**src/rtl/vroute_pkg.sv**
```systemverilog
package vroute_pkg;
  localparam int CPU_W  = 8;
  localparam int PIN_W  = 4;
  localparam int HALF_W = CPU_W / 2;
  localparam int ENT_W  = CPU_W + PIN_W;

  typedef struct packed {
    logic [PIN_W-1:0] pin;
    logic [CPU_W-1:0] cpu;
  } route_t;

  // position of the lowest set bit of a 4-bit map (0 when empty)
  function automatic logic [1:0] low_pos4(input logic [3:0] v);
    logic [1:0] r;
    r = 2'd0;
    for (int i = 3; i >= 0; i--) begin
      if (v[i]) r = 2'(i);
    end
    return r;
  endfunction
endpackage

```
**src/rtl/vroute_regs.sv**
```systemverilog
module vroute_regs
  import vroute_pkg::*;
#(
  parameter int N_SRC  = 32,
  parameter int ADDR_W = 6,
  parameter int DATA_W = 32,
  localparam int SRC_W = $clog2(N_SRC)
) (
  input  logic              clk,
  input  logic              rst,
  input  logic              wr,
  input  logic              rd,
  input  logic [ADDR_W-1:0] addr,
  input  logic [DATA_W-1:0] wdata,
  output logic [DATA_W-1:0] rdata,
  input  logic              err_in,
  output logic              err_clr,
  output logic              cfg_pin_enc,
  output logic              cfg_cpu_enc,
  output logic [N_SRC-1:0]  src_en,
  input  logic [SRC_W-1:0]  rt_idx,
  output route_t            rt_entry
);
  localparam logic [ADDR_W-1:0] A_FEAT = ADDR_W'(0);
  localparam logic [ADDR_W-1:0] A_CFG  = ADDR_W'(1);
  localparam logic [ADDR_W-1:0] A_EN   = ADDR_W'(2);
  localparam logic [ADDR_W-1:0] A_ERR  = ADDR_W'(3);

  route_t            route_mem [N_SRC];
  logic [1:0]        cfg_q;
  logic [N_SRC-1:0]  en_q;
  logic              rt_hit;
  logic [SRC_W-1:0]  rt_waddr;

  assign rt_hit   = addr[ADDR_W-1] && (int'(addr[SRC_W-1:0]) < N_SRC);
  assign rt_waddr = addr[SRC_W-1:0];
  assign err_clr  = wr && (addr == A_ERR);

  // route table: no reset so it maps onto a RAM
  always_ff @(posedge clk) begin
    if (wr && rt_hit) route_mem[rt_waddr] <= route_t'(wdata[ENT_W-1:0]);
  end

  assign rt_entry = route_mem[rt_idx];

  always_ff @(posedge clk) begin
    if (rst) begin
      cfg_q <= 2'b00;
      en_q  <= '0;
    end else if (wr) begin
      if (addr == A_CFG) cfg_q <= wdata[1:0];
      if (addr == A_EN)  en_q  <= wdata[N_SRC-1:0];
    end
  end

  assign cfg_pin_enc = cfg_q[0];
  assign cfg_cpu_enc = cfg_q[1];
  assign src_en      = en_q;

  always_ff @(posedge clk) begin
    if (rst) begin
      rdata <= '0;
    end else if (rd) begin
      rdata <= '0;
      if (rt_hit)               rdata <= DATA_W'(route_mem[rt_waddr]);
      else if (addr == A_FEAT)  rdata <= DATA_W'(2'b11);
      else if (addr == A_CFG)   rdata <= DATA_W'(cfg_q);
      else if (addr == A_EN)    rdata <= DATA_W'(en_q);
      else if (addr == A_ERR)   rdata <= DATA_W'(err_in);
    end
  end
endmodule

```
**src/rtl/vroute_arb.sv**
```systemverilog
module vroute_arb #(
  parameter int N_SRC = 32,
  localparam int SRC_W = $clog2(N_SRC)
) (
  input  logic             clk,
  input  logic             rst,
  input  logic [N_SRC-1:0] irq_lvl,
  input  logic [N_SRC-1:0] src_en,
  output logic             sel_valid,
  output logic [SRC_W-1:0] sel_idx
);
  logic [N_SRC-1:0] served_q;
  logic [N_SRC-1:0] pend;
  logic [N_SRC-1:0] grant;

  assign pend = irq_lvl & src_en & ~served_q;

  always_comb begin
    sel_valid = 1'b0;
    sel_idx   = '0;
    for (int i = N_SRC - 1; i >= 0; i--) begin
      if (pend[i]) begin
        sel_valid = 1'b1;
        sel_idx   = SRC_W'(i);
      end
    end
  end

  always_comb begin
    grant = '0;
    if (sel_valid) grant[sel_idx] = 1'b1;
  end

  // a line stays marked as serviced until it drops
  always_ff @(posedge clk) begin
    if (rst) served_q <= '0;
    else     served_q <= (served_q | grant) & irq_lvl;
  end
endmodule

```
**src/rtl/vroute_dec.sv**
```systemverilog
module vroute_dec
  import vroute_pkg::*;
#(
  parameter int N_SRC = 32,
  localparam int SRC_W = $clog2(N_SRC)
) (
  input  logic             clk,
  input  logic             rst,
  input  logic             sel_valid,
  input  logic [SRC_W-1:0] sel_idx,
  input  route_t           entry,
  input  logic             pin_enc,
  input  logic             cpu_enc,
  input  logic             err_clr,
  output logic             evt_valid,
  output logic [SRC_W-1:0] evt_src,
  output logic [CPU_W-1:0] evt_cpu,
  output logic [PIN_W-1:0] evt_pin,
  output logic             err
);
  logic [HALF_W-1:0] node_map, cpu_map;
  logic              cpu_ok, pin_ok, route_ok;
  logic [CPU_W-1:0]  cpu_idx;
  logic [PIN_W-1:0]  pin_idx;

  assign node_map = entry.cpu[CPU_W-1:HALF_W];
  assign cpu_map  = entry.cpu[HALF_W-1:0];
  assign cpu_ok   = cpu_enc || ((|node_map) && (|cpu_map));
  assign pin_ok   = pin_enc || (|entry.pin);
  assign route_ok = cpu_ok && pin_ok;

  assign cpu_idx = cpu_enc ? entry.cpu
                           : CPU_W'({low_pos4(node_map), low_pos4(cpu_map)});
  assign pin_idx = pin_enc ? entry.pin : PIN_W'(low_pos4(entry.pin));

  always_ff @(posedge clk) begin
    if (rst) begin
      evt_valid <= 1'b0;
      evt_src   <= '0;
      evt_cpu   <= '0;
      evt_pin   <= '0;
    end else begin
      evt_valid <= sel_valid && route_ok;
      if (sel_valid && route_ok) begin
        evt_src <= sel_idx;
        evt_cpu <= cpu_idx;
        evt_pin <= pin_idx;
      end
    end
  end

  always_ff @(posedge clk) begin
    if (rst)                         err <= 1'b0;
    else if (sel_valid && !route_ok) err <= 1'b1;
    else if (err_clr)                err <= 1'b0;
  end
endmodule

```
**src/rtl/vroute_top.sv**
```systemverilog
module vroute_top
  import vroute_pkg::*;
#(
  parameter int N_SRC  = 32,
  parameter int ADDR_W = 6,
  parameter int DATA_W = 32,
  localparam int SRC_W = $clog2(N_SRC)
) (
  input  logic              clk,
  input  logic              rst,
  input  logic              reg_wr,
  input  logic              reg_rd,
  input  logic [ADDR_W-1:0] reg_addr,
  input  logic [DATA_W-1:0] reg_wdata,
  output logic [DATA_W-1:0] reg_rdata,
  input  logic [N_SRC-1:0]  irq_lvl,
  output logic              evt_valid,
  output logic [SRC_W-1:0]  evt_src,
  output logic [CPU_W-1:0]  evt_cpu,
  output logic [PIN_W-1:0]  evt_pin,
  output logic              route_err
);
  logic             cfg_pin_enc, cfg_cpu_enc, err_clr, sel_valid;
  logic [N_SRC-1:0] src_en;
  logic [SRC_W-1:0] sel_idx;
  route_t           rt_entry;

  vroute_regs #(.N_SRC(N_SRC), .ADDR_W(ADDR_W), .DATA_W(DATA_W)) u_regs (
    .clk(clk), .rst(rst), .wr(reg_wr), .rd(reg_rd), .addr(reg_addr),
    .wdata(reg_wdata), .rdata(reg_rdata), .err_in(route_err),
    .err_clr(err_clr), .cfg_pin_enc(cfg_pin_enc), .cfg_cpu_enc(cfg_cpu_enc),
    .src_en(src_en), .rt_idx(sel_idx), .rt_entry(rt_entry)
  );

  vroute_arb #(.N_SRC(N_SRC)) u_arb (
    .clk(clk), .rst(rst), .irq_lvl(irq_lvl), .src_en(src_en),
    .sel_valid(sel_valid), .sel_idx(sel_idx)
  );

  vroute_dec #(.N_SRC(N_SRC)) u_dec (
    .clk(clk), .rst(rst), .sel_valid(sel_valid), .sel_idx(sel_idx),
    .entry(rt_entry), .pin_enc(cfg_pin_enc), .cpu_enc(cfg_cpu_enc),
    .err_clr(err_clr), .evt_valid(evt_valid), .evt_src(evt_src),
    .evt_cpu(evt_cpu), .evt_pin(evt_pin), .err(route_err)
  );
endmodule

```
**config.mk**
```make
export PLATFORM = sky130hd
export DESIGN_NAME = vroute_top
export DESIGN_NICKNAME = d
export VERILOG_FILES = /design/src/rtl/vroute_pkg.sv /design/src/rtl/vroute_regs.sv /design/src/rtl/vroute_arb.sv /design/src/rtl/vroute_dec.sv /design/src/rtl/vroute_top.sv
export SDC_FILE = /design/constraint.sdc
export NUM_CORES = 1
export LEC_CHECK = 0
export BUFFER_PORTS_ARGS = -buffer_cell sky130_fd_sc_hd__buf_2
export CAP_MARGIN = 20
export CELL_PAD_IN_SITES_DETAIL_PLACEMENT = 1
export CELL_PAD_IN_SITES_GLOBAL_PLACEMENT = 1
export CORE_MARGIN = 2
export CORE_UTILIZATION = 40
export CTS_CLUSTER_SIZE = 24
export DETAILED_ROUTE_END_ITERATION = 16
export GPL_TIMING_DRIVEN = 0
export PLACE_DENSITY_LB_ADDON = 0.12
export SLEW_MARGIN = 25
export SYNTH_ARGS = -nofsm -noshare
export SYNTH_HDL_FRONTEND = slang
export SYNTH_SLANG_ARGS = --single-unit
export TNS_END_PERCENT = 20
```
**constraint.sdc**
```tcl
create_clock -name clk -period 11.5 [get_ports clk]
set_input_delay 2.875 -clock clk [delete_from_list [all_inputs] [get_ports clk]]
set_output_delay 2.875 -clock clk [all_outputs]
set_load 0.005 [all_outputs]
```
=== After elaboration in Yosys (flattened, before gate mapping) ===
Memory sizes are Yosys's and may differ from the RTL's.
Cells that the tools add are included.
Widths: inputs -> output; s select.

* Flip-flop bits (word level): 117
* Memory bits (writable): 384
* Bits of input ports: 74
* Output and inout bits: 51
* Logic and storage cells: 127
* Memories: 1

{| class="wikitable"
|+ Memory list
! memory !! depth !! width !! rd ports !! clocked after memory_dff !! wr ports !! line !! text
|-
| u_regs.route_mem || 32 || 12 || 2 || 0 || 1 || vroute_regs.sv:29 || <nowiki>route_t route_mem [N_SRC];</nowiki>
|}

* Order comparisons: 2
* Equal/unequal tests: 3
* Multiplexer cells: 90
* Bitwise gates (word level): 5
* Reduce and logical (&&, ||, !) cells: 17

{| class="wikitable"
|+ Operators by type and width
! operator !! count
|-
| $mux 32 || 5
|-
| $mux 5 || 32
|-
| $and 32x32->32 || 3
|-
| $mux 1 || 38
|-
| $not 32->32 || 1
|-
| $or 32x32->32 || 1
|-
| $mux 2 || 12
|-
| $eq 6x2->1 const B || 2
|-
| $reduce_or 4->1 || 3
|-
| $mux 8 || 1
|-
| $logic_and 1x1->1 || 7
|-
| $eq 6x1->1 const B || 1
|-
| $logic_not 6->1 || 1
|-
| $lt 5x6->1 const B || 1
|-
| $demux 1 s5 || 1
|-
| $ge 5x1->1 const B || 1
|-
| $mux 4 || 1
|-
| $reduce_and 2->1 || 2
|-
| $logic_or 1x1->1 || 2
|-
| $reduce_bool 2->1 || 1
|-
| $logic_not 1->1 || 1
|}

=== Logic depth before layout (Yosys ltp) ===
An unclocked memory read counts as a cell.

* Word-level depth: 42
* Mapped depth: 19
* Gate-level depth less buffers: 13

=== By module ===
Synthesis repeated with hierarchy kept, for this count alone.

* Cells, all modules: 1,453
* Area, all modules: 23,095.9 sq um

{| class="wikitable"
|+ By module, submodules not included
! module !! instances !! cells an instance !! area each (sq um) !! sequential area each (sq um)
|-
| vroute_regs || 1 || 1,120 || 20,160.6 || 12,852.3
|-
| vroute_arb || 1 || 225 || 1,971.9 || 640.6
|-
| vroute_dec || 1 || 108 || 963.4 || 380.4
|}

=== Least setup slack after synthesis ===
Ideal clock, no wire load.

* Path type: input to register
* Start point: in irq_lvl[17]
* End point: reg u_dec.evt_src[1]
* Setup time: 0.067 ns
* Arrival time: 6.201 ns
* Data required time: 11.433 ns
* Path slack: 5.232 ns
* Stages: 15
* Buffers on the path: 2
* Cell sequence: nand3b_1 > o21ai_1 > a211o_1 > a221o_1 > a41o_1 > buf_6 > nand2_8 > mux2_1 > a2111o_1 > or4_1 > and3b_1 > a221o_2 > buf_4 > o21ai_1 > a21oi_2

* Word-level cells in the longest chain between the ends: 26
* Elaborated cells on any way between the ends: 47
* Those cells by class: mux: 36; bitwise: 2; reduce/logical: 8; memory: 1

{| class="wikitable"
|+ Ends and longest elaborated chain
! item !! line !! text
|-
| start, declared || vroute_top.sv:16 || <nowiki>input logic [N_SRC-1:0] irq_lvl,</nowiki>
|-
| $and 32x32->32 * (2 in a row) || vroute_arb.sv:16 || <nowiki>assign pend = irq_lvl & src_en & ~served_q;</nowiki>
|-
| $mux 5 (18 in a row) || vroute_arb.sv:22 || <nowiki>if (pend[i]) begin</nowiki>
|-
| $mem_v2 32x12 || n/a ||
|-
| $reduce_or 4->1 || vroute_dec.sv:28 || <nowiki>assign cpu_ok = cpu_enc || ((|node_map) && (|cpu_map));</nowiki>
|-
| $logic_and 1x1->1 || vroute_dec.sv:28 ||
|-
| $logic_or 1x1->1 || vroute_dec.sv:28 ||
|-
| $logic_and 1x1->1 || vroute_dec.sv:30 || <nowiki>assign route_ok = cpu_ok && pin_ok;</nowiki>
|-
| $logic_and 1x1->1 || vroute_dec.sv:44 || <nowiki>if (sel_valid && route_ok) begin</nowiki>
|-
| end signal, assigned || vroute_dec.sv:45 || <nowiki>evt_src <= sel_idx;</nowiki>
|-
| end, declared || vroute_dec.sv:16 || <nowiki>output logic [SRC_W-1:0] evt_src,</nowiki>
|}

Mark *: on every way between the ends. The rest lies on a longest branch, timed or not.
A chain may end at the register's enable or synchronous reset.

=== Worst setup path after layout ===
* Start point: in irq_lvl[9]
* End point: reg u_dec.evt_cpu[6]

* Word-level cells in the longest chain between the ends: 18
* Elaborated cells on any way between the ends: 32
* Those cells by class: mux: 21; bitwise: 2; reduce/logical: 8; memory: 1

{| class="wikitable"
|+ Ends and longest elaborated chain
! item !! line !! text
|-
| $and 32x32->32 * (2 in a row) || vroute_arb.sv:16 ||
|-
| $mux 5 (10 in a row) || vroute_arb.sv:22 ||
|-
| $mem_v2 32x12 || n/a ||
|-
| $reduce_or 4->1 || vroute_dec.sv:28 ||
|-
| $logic_and 1x1->1 || vroute_dec.sv:28 ||
|-
| $logic_or 1x1->1 || vroute_dec.sv:28 ||
|-
| $logic_and 1x1->1 || vroute_dec.sv:30 ||
|-
| $logic_and 1x1->1 || vroute_dec.sv:44 ||
|-
| end signal, assigned || vroute_dec.sv:46 || <nowiki>evt_cpu <= cpu_idx;</nowiki>
|-
| end, declared || vroute_dec.sv:17 || <nowiki>output logic [CPU_W-1:0] evt_cpu,</nowiki>
|}

Marks and branches as above.

==> metrics.md <==
| Metric | Value |
|---|---|
| Status | complete, no violations |
| Post-synth top area share | 49.0% |
| DR iter-0 viols | 2627 |
| Worst vdd ir | 0.112 mV |
| Leakage | 9.44 nW |
| Remaining routing DRC violations | 0 |
| Commonest cells post-synth | edfxtp_1, nand2_1, a21oi_1 |
| Fin area | 27400 sq um |
| Ys async rst share | 0% |
| Ratio of cells with drive above 1 in the final layout | 23.3% |
| First-pass GRT wire length | 149 mm |
| Worst path arrival time | 8.93 ns |
| Max Freq | 119 MHz |
| Syn nets | 1857 |
| Final Hold Vio Count | 0 |
| Avg Inst Size Synth | 13.2 sq um |
| Number of antenna violations at the first check in global routing | 9 |
| Post-synth EDFFs | 384 |
| Register area share after synthesis | 59.0% |
| GP Congestion | 0.954 |
| Die W | 247 um |
| Clk root buf | clkbuf_16 |
| Final cell count without fillers | 2787 |
| Initial Util | 40.6% |
| Count of input and output buffers | 119 |
| Minimum clock period | 8.41 ns |
| # IOs | 125 |
| Final count of negative-setup-slack endpoints | 0 |
| Synthesized instance count | 1783 |
| Cts hold-fix bufs | 0 |
| Layout Nets | 2053 |
| Unrepaired setup endpoints after global routing | no |
| Placed cells | 2689 |
| Clk buf depth | 3 |
| WS Path Type | in2reg |
| CTS Sinks | 501 |
| Area growth from synthesis to layout | 16.3% |
| Synth unique cells | 93 |
| Total GRT Usage | 35.6% |
| Die area | 60800 sq um |
| Antenna-violating nets left | 0 |
| Fin. max-slew vios | 0 |
| Synthesized area | 23500 sq um |
| Synth warn | 0 |
| Maxcap violations | 0 |
| Cell Pwr Density | 147 nW/um^2 |
| Crit Path Max Fanout | 10 |
| Total setup buffers inserted after CTS | 0 |
| CP startpoint kind | input port |
| WL final | 108 mm |
| Worst Setup End Kind | flop |
| Remaining Overflow, GRT | 0 |
| CTS buffer count | 53 |
| Core ar. | 57900 sq um |
| Crit path required time | 12.02 ns |
| Hold Path Class | reg2reg |
| Die height | 247 um |
| Clk_lat worst skew | 0.65 ns |
| Worst Skew | 0.0259 ns |
| CTS tree | done |
| Vias in the first global route | 18500 |
| Slew headroom | 20.5% |
| Post-synth top flop | edfxtp_1 |
| Dpl hpwl | 78.2 mm |
| Final period utilization | 73.1% |
| Post-synth top area cell | edfxtp_1 |
| Setup_tns | 0 ns |
| Largest net degree at the start of global routing | 35 |
| Resize count post-CTS | 0 |
| Worst-margin pin slew | 1.19 ns |
| Worst slack at placement | 3.00 ns |
| Vias per cell | 6.76 |
| Wirelength per Cell | 38.6 um |
| Clk pin slew, worst setup/hold paths | 0.06 ns |
| H-tree depth | 2 |
| Placed cell areas | 25700 sq um |
| Leading cell type by number of instances after synthesis | edfxtp_1 |
| Final WS setup | 3.09 ns |
| Synth Register Bits | 501 |
| Routed vias | 18800 |
| Cells taking the most area after synthesis | edfxtp_1, dfxtp_1, mux4_2 |
| Drt first pass iters | 6 |
| FP Rows | 88 |
[where the power goes]
part | switching (W) | total [W] | internal (W) | leakage, nW
Combinational | 0.000226 | 0.000327 | 0.000101 | 4.23
Clock | 0.000766 | 0.00172 | 0.000950 | 0.803
Sequential | 0.00000837 | 0.00197 | 0.00196 | 4.40
[path summary, 6_finish.rpt]
kind / from / to / slack, ns / cells after the start
setup reg to reg: u_regs.src_en[10]$_SDFFE_PP0P_ / u_dec.evt_cpu[6]$_SDFFE_PP0P_ / 4.93 / 16
hold / removal: u_regs.rdata[26]$_SDFFE_PP0P_ / u_regs.rdata[26]$_SDFFE_PP0P_ / 0.47 / 2
setup / recovery: irq_lvl[9] / u_dec.evt_cpu[6]$_SDFFE_PP0P_ / 3.09 / 17
hold reg to reg: u_regs.rdata[26]$_SDFFE_PP0P_ / u_regs.rdata[26]$_SDFFE_PP0P_ / 0.47 / 2
[per-layer routing]
layer  GRT usage [%]  wire [um]
met2            55.2      48200
met3            10.4      13100
met4            17.2       6050
met1            45.6      40300
met5               0         41
[logic make-up (layout without fill, tap and decap cells)]
logic type / count (synthesis) / count (layout) / synth area share (%)
flip-flops: 501 / 501 / 59.0
AND/OR/NAND/NOR: 522 / 522 / 12.1
AO/OA/AOI/OAI: 429 / 429 / 12.3
buffers and inverters: 125 / 361 / 2.52
multiplexers: 206 / 206 / 14.1
other: 0 / 3 / 0
[critical path, cell delays in order]
cell,delay (ns)
buf_2,0.13
nand3b_1,0.19
nand4_1,0.19
a221oi_1,0.36
nor2b_1,0.16
nor3_4,0.56
buf_4,0.34
buf_4,0.25
buf_2,0.46
nor2_1,0.36
a2111oi_1,1.08
nand4_1,0.81
nor3_4,0.43
a221o_2,0.26
buf_4,0.19
o211ai_1,0.13
o41ai_1,0.12
[layout by cell type, fill, tap and decap left out, drive strengths merged, types with 5 or more instances in the layout]
cell type  netlist  final
a2111oi         10     10
a211oi          15     15
a21oi          149    149
a221oi          19     19
a22oi           55     55
a311oi           8      8
a31oi            6      6
and3             9      9
and3b           18     18
and4             5      5
buf             50    191
clkbuf          71    138
clkinv           0     19
clkinvlp         0      5
dfxtp          117    117
edfxtp         384    384
mux2            22     22
mux2i           85     85
mux4            99     99
nand2          161    161
nand2b          23     23
nand3           62     62
nand3b          35     35
nand4           25     25
nor2            87     87
nor3            21     21
nor3b           32     32
nor4             8      8
o211a            7      7
o211ai          12     12
o21ai           54     54
o22a             5      5
o22ai           33     33
o31ai            7      7
or2              6      6
or3              5      5
or4             13     13
[flip-flops by register name (all words and copies together) (netlist names)]
signal and cells:
u_dec.evt_valid 1, u_dec.evt_pin 4, u_regs.rdata 32, u_dec.err 1, u_arb.served_q 32, u_regs.cfg_q 2, u_dec.evt_cpu 8, u_dec.evt_src 5
u_regs.route_mem 384, u_regs.src_en 32
[cell type report]
class	count	area [sq um]
clock buffer	67	1400
inverter	4	15.0
sequential	501	13900
buffer	121	599
tap	765	957
antenna	3	7.51
multi-input combinational	1157	9320
fill	5942	30600
timing repair buffer	141	908
clock inverter	28	273
[stage by stage]
stage / power [W] / util (%) / hold WS, ns
after floorplan: 0.00216 / - / 0.450
after global placement: 0.00231 / 43.3 / 0.453
after detailed placement: 0.00232 / 44.3 / 0.462
after CTS: 0.00400 / 47.2 / 0.470
after global routing: 0.00409 / 47.2 / 0.491
final: 0.00401 / 47.2 / 0.468
Note: power is estimated with default switching activity, not from simulation.
